`src/rtl/rtc_regfile.sv`:
```
module rtc_regfile #(
  parameter int PERIOD    = 16,
  parameter int YEAR_BCD  = 1,
  parameter int INIT_SEC  = 30,
  parameter int INIT_MIN  = 45,
  parameter int INIT_HOUR = 13,
  parameter int INIT_WDAY = 2,
  parameter int INIT_MDAY = 17,
  parameter int INIT_MON  = 5,
  parameter int INIT_YEAR = 125
) (
  input  logic       clk,
  input  logic       rst_n,
  input  logic       wr_en,
  input  logic       wr_port,
  input  logic [7:0] wdata,
  input  logic       rd_en,
  output logic [7:0] rdata,
  output logic       rd_valid,
  output logic       err,
  output logic       irq
);
  localparam int CW = (PERIOD > 1) ? $clog2(PERIOD) : 1;
  localparam int NBYTES = 10;
  localparam logic [3:0] IDX_A = 4'd10;
  localparam logic [3:0] IDX_B = 4'd11;
  localparam logic [3:0] IDX_MAX = 4'd13;
  localparam logic [7:0] A_RST = 8'h26;
  localparam logic [7:0] B_RST = 8'h46;
  localparam logic [7:0] B_VAR = 8'h48;
  localparam logic [7:0] B_FIX = 8'h06;
  localparam int YR2 = INIT_YEAR % 100;
  localparam logic [7:0] YEAR_BYTE = (YEAR_BCD != 0) ? 8'((YR2 / 10) * 16 + (YR2 % 10))
                                                     : 8'(INIT_YEAR);

  function automatic logic [7:0] init_byte(input int i);
    case (i)
      0:       return 8'(INIT_SEC);
      2:       return 8'(INIT_MIN);
      4:       return 8'(INIT_HOUR);
      6:       return 8'(INIT_WDAY + 1);
      7:       return 8'(INIT_MDAY);
      8:       return 8'(INIT_MON + 1);
      9:       return YEAR_BYTE;
      default: return 8'h00;
    endcase
  endfunction

  logic [3:0]    idx_q;
  logic [7:0]    mem [NBYTES];
  logic [7:0]    stat_a, stat_b;
  logic [CW-1:0] cnt;

  wire wr_idx  = wr_en && !wr_port;
  wire wr_dat  = wr_en && wr_port;
  wire rd_go   = rd_en && !wr_en;
  wire is_mem  = idx_q < IDX_A;
  wire idx_bad = wdata > {4'd0, IDX_MAX};
  wire a_bad   = wdata != A_RST;
  wire b_bad   = (wdata & ~B_VAR) != B_FIX;
  wire dat_bad = !is_mem && ((idx_q == IDX_A) ? a_bad : (idx_q == IDX_B) ? b_bad : 1'b1);
  wire b_write = wr_dat && idx_q == IDX_B && !b_bad;
  wire pie     = stat_b[6];
  wire pie_nxt = b_write ? wdata[6] : pie;
  wire tick    = cnt == CW'(PERIOD - 1);

  always_ff @(posedge clk) begin
    if (!rst_n) begin
      idx_q    <= '0;
      stat_a   <= A_RST;
      stat_b   <= B_RST;
      rdata    <= '0;
      rd_valid <= 1'b0;
      err      <= 1'b0;
      for (int i = 0; i < NBYTES; i++) mem[i] <= init_byte(i);
    end else begin
      err      <= (wr_idx && idx_bad) || (wr_dat && dat_bad);
      rd_valid <= rd_go;
      if (wr_idx && !idx_bad) idx_q <= wdata[3:0];
      if (wr_dat && is_mem) mem[idx_q] <= wdata;
      if (wr_dat && idx_q == IDX_A && !a_bad) stat_a <= wdata;
      if (b_write) stat_b <= wdata;
      if (rd_go) begin
        if (is_mem)               rdata <= mem[idx_q];
        else if (idx_q == IDX_A)  rdata <= stat_a ^ 8'h80;
        else if (idx_q == IDX_B)  rdata <= stat_b;
        else                      rdata <= 8'h00;
        if (idx_q == IDX_A) stat_a <= stat_a ^ 8'h80;
      end
    end
  end

  always_ff @(posedge clk) begin
    if (!rst_n) begin
      cnt <= '0;
      irq <= 1'b0;
    end else begin
      irq <= pie && pie_nxt && tick;
      if (!pie || tick) cnt <= '0;
      else              cnt <= cnt + 1'b1;
    end
  end


  idx_range_chk: assert property (@(posedge clk) disable iff (!rst_n) idx_q <= IDX_MAX);

  bad_idx_err_chk: assert property (@(posedge clk) disable iff (!rst_n)
    wr_idx && idx_bad |=> err && idx_q == $past(idx_q));

  uip_toggle_chk: assert property (@(posedge clk) disable iff (!rst_n)
    rd_go && idx_q == IDX_A |=> rd_valid && rdata[7] != $past(stat_a[7]));

  b_fixed_bits_chk: assert property (@(posedge clk) disable iff (!rst_n)
    stat_b[2:1] == 2'b11 && (stat_b & 8'hB1) == 8'h00);

  cd_read_chk: assert property (@(posedge clk) disable iff (!rst_n)
    rd_go && idx_q > IDX_B |=> rdata == 8'h00);

  irq_gate_chk: assert property (@(posedge clk) disable iff (!rst_n) !pie |=> !irq);

  rd_wr_excl_chk: assert property (@(posedge clk) disable iff (!rst_n) wr_en |=> !rd_valid);

  generate
    if (PERIOD > 1) begin : g_pulse

      irq_pulse_chk: assert property (@(posedge clk) disable iff (!rst_n) irq |=> !irq);
    end
  endgenerate
endmodule

```
`config.mk`:
```
export PLATFORM = sky130hd
export DESIGN_NAME = rtc_regfile
export DESIGN_NICKNAME = d
export VERILOG_FILES = /design/src/rtl/rtc_regfile.sv
export SDC_FILE = /design/constraint.sdc
export NUM_CORES = 1
export LEC_CHECK = 0
export BUFFER_PORTS_ARGS = -buffer_cell sky130_fd_sc_hd__buf_2
export CAP_MARGIN = 20
export CORE_MARGIN = 2
export CORE_UTILIZATION = 45
export CTS_CLUSTER_SIZE = 20
export DETAILED_ROUTE_END_ITERATION = 16
export PLACE_DENSITY_LB_ADDON = 0.2
export RECOVER_POWER = 25
export SLEW_MARGIN = 20
export SYNTH_ARGS = -nofsm -noshare
export SYNTH_HDL_FRONTEND = slang
export SYNTH_SLANG_ARGS = --single-unit
export TNS_END_PERCENT = 100
```
`constraint.sdc`:
```
create_clock -name clk -period 3.1 [get_ports clk]
set_input_delay 0.62 -clock clk [delete_from_list [all_inputs] [get_ports clk]]
set_output_delay 0.62 -clock clk [all_outputs]
set_load 0.005 [all_outputs]
```
==> reports/results.ini <==
[run_status]
status = finished clean

[routing]
first_pass_iters = 6
wl_per_cell_um = 19.8
drtIter0Drc = 385
routed_wl_um = 15400
vias = 4185
drc = 0
via_per_inst = 5.39
antenna_left = 0

[cells_and_area]
area_delta_synth_final_pct = 14.8
fillers = 1315
layout_common_cells = edfxtp_1, nor2_1, nand2_1, conb_1, dfxtp_1
final_common_cell = edfxtp_1
diodes = 0
post-route-util_pct = 52.7
fin_nets = 589
drive_gt1_share_pct = 12.8
layout.cells.non_filler = 776

[floorplanning]
die_w_um = 129
ios = 24
die_h_um = 129
row_count = 45
die_area_mm2 = 0.0165
core_area_mm2 = 0.0152
start_util_pct = 46.0

[logic_synthesis]
ys.flop_type = edfxtp_1
ys_ff_latch = 167
synthArstFlopShare_pct = 0
synth_area_leaders = edfxtp_1, dfxtp_1, mux4_2
synth_edf_count = 128
syn_inst = 505
yosysTopAreaCell = edfxtp_1
syn_area_per_cell_um2 = 13.8
ys_seq_area_share_pct = 66.2
synth_warnings = 0
netlist_area_mm2 = 0.00699
synth_top_area_share_pct = 55.0
synth_cell_types = 50

[sta]
worst_slew_margin_rel_pct = 9.02
rsz0062_at_grt = false
finalCritPeriodShare_pct = 86.2
final.min_clock_period_ns = 2.67
fmax_mhz = 374
worstMarginPinSlew_ns = 1.36
tns_ns = 0
report.final.slew_viol_count = 0
clock_skew_ns = 0.0105
hold_viol_final = 0
finalSetupViolCount = 0

[clock_tree]
root_buffer = clkbuf_16
postCtsSetupBuffers = 0
insertion_delay_ns = 0.43
tritoncts = built
cts_max_level = 4
clkSlewWorstSetupHoldPaths_ns = 0.06
hold_buffers = 0
cts_sinks = 167
cts_buffer_depth = 2
cts-resized-gates = 0
cts_made_buffers = 17

[grt]
grt_use_met1_pct = 26.7
busiest_layer = met2
grt_overflow = 0
grt_use_total_pct = 20.2
grtUsageMet2_pct = 32.3
grt_pass1_vias = 4262
grt_pass1_wl_um = 24200
antenna_found_initial = 0
met3_usage_pct = 4.86
grt_max_degree = 30

[setup_path]
reg2reg_slack_ns = 0.54
crit_start = rst_n
path_class = input port to register
cp-start-kind = input port
critPathRequiredTime_ns = 3.18
endpoint_kind = register
r2r-start = idx_q[1]
r2r_cells = 4
arrival_ns = 2.76
rr_endpoint = mem[8][5]
path_max_fanout = 29

[hold_path]
hp-start = stat_a[1]
holdCritPathClass = register to register
whs_endpoint = stat_a[1]
worstHoldPathCells = 1

[placement]
place.gp.congestion = 0.878
place_inst = 744
portBuffers = 23
place_hpwl_um = 10900

[pwr]
power_leakage_uw = 0.00285
vdd_drop_max_mv = 0.437
power.density_mw_per_mm2 = 601

[run]
max_cap_viol_count = 0

-- stage by stage --
| stage | area, µm² | setup slack [ns] | power [µW] | hold slack [ns] |
|---|---|---|---|---|
| 2_1_floorplan | 7160 | 0.834 | 2670 | 0.410 |
| 3_3_place_gp | 7430 | 0.586 | 2740 | 0.422 |
| 3_5_place_dp | 7430 | 0.473 | 2750 | 0.428 |
| 4_1_cts | 8040 | 0.685 | 4840 | 0.443 |
| 5_1_grt | 8020 | 0.315 | 4970 | 0.457 |
| 6_report | 8020 | 0.426 | 4820 | 0.443 |
-- cells in the mapped netlist (2+ instances only) --
| master | instances |
|---|---|
| nand2_1 | 51 |
| o21ai_0 | 10 |
| nor2b_1 | 13 |
| a2bb2oi_1 | 8 |
| nor2_1 | 60 |
| nor3_1 | 2 |
| mux4_2 | 16 |
| clkbuf_1 | 12 |
| o21a_1 | 2 |
| nand3_1 | 11 |
| a221o_1 | 8 |
| buf_6 | 2 |
| and3_1 | 4 |
| nor4b_1 | 2 |
| nand2b_1 | 8 |
| buf_1 | 4 |
| and2_1 | 16 |
| inv_1 | 13 |
| a21oi_1 | 10 |
| nand4b_1 | 2 |
| dfxtp_1 | 39 |
| o21ai_1 | 7 |
| edfxtp_1 | 128 |
| mux4_1 | 8 |
| buf_2 | 7 |
| nor3_2 | 2 |
| a31oi_1 | 8 |
| nand3b_1 | 2 |
| mux2i_1 | 29 |
-- cell type report --
type	instances	area, µm²	area share (%)
Inverter	13	48.8	0.609
Multi-Input combinational cell	344	2330	29.1
Sequential cell	167	4630	57.7
Tap cell	188	235	2.93
Clock inverter	7	50.0	0.624
Timing Repair Buffer	32	163	2.03
Clock buffer	25	561	6.99
-- registers in the layout (all words and copies together), names as in the netlist, named ones only --
register / cells
stat_b: 8
stat_a: 8
cnt: 4
rdata: 8
mem: 128
rd_valid: 1
idx_q: 4
irq: 1
err: 1
-- cell families after synthesis --
| logic type | count (synthesis) | share of synthesized area [%] |
|---|---|---|
| flip-flops | 167 | 66.2 |
| AND/OR/NAND/NOR | 182 | 12.5 |
| multiplexers | 53 | 12.3 |
| buffers and inverters | 41 | 2.85 |
| AO/OA/AOI/OAI | 58 | 5.62 |
| other | 1 | 0.0537 |
| XOR/XNOR | 2 | 0.251 |
| adder cells (fa/ha/maj) | 1 | 0.179 |
-- worst max path at each step --
stage,depth (start not counted),to
after floorplan,6,mem[8][0]
after global placement,5,mem[3][2]
after detailed placement,5,mem[3][5]
after CTS,3,mem[1][6]
after global routing,5,mem[1][6]
final,5,mem[1][6]
-- layer usage --
metal  vias to the layer above  wire [µm]
li1                       1970          -
met1                      2077       6880
met2                       110       7450
met3                        28        661
met4                         0        378
met5                         -          0
-- power by group --
part	switching [µW]	internal, µW
Sequential	32.4	2490
Clock	855	1260
Combinational	114	59.2
-- worst max-delay path, stage by stage --
cell	delay, ns
buf_2	0.09
clkbuf_1	0.99
nand2_1	0.08
or4_1	0.60
nand2_1	0.36
Note: power is estimated with default switching activity, not from simulation.
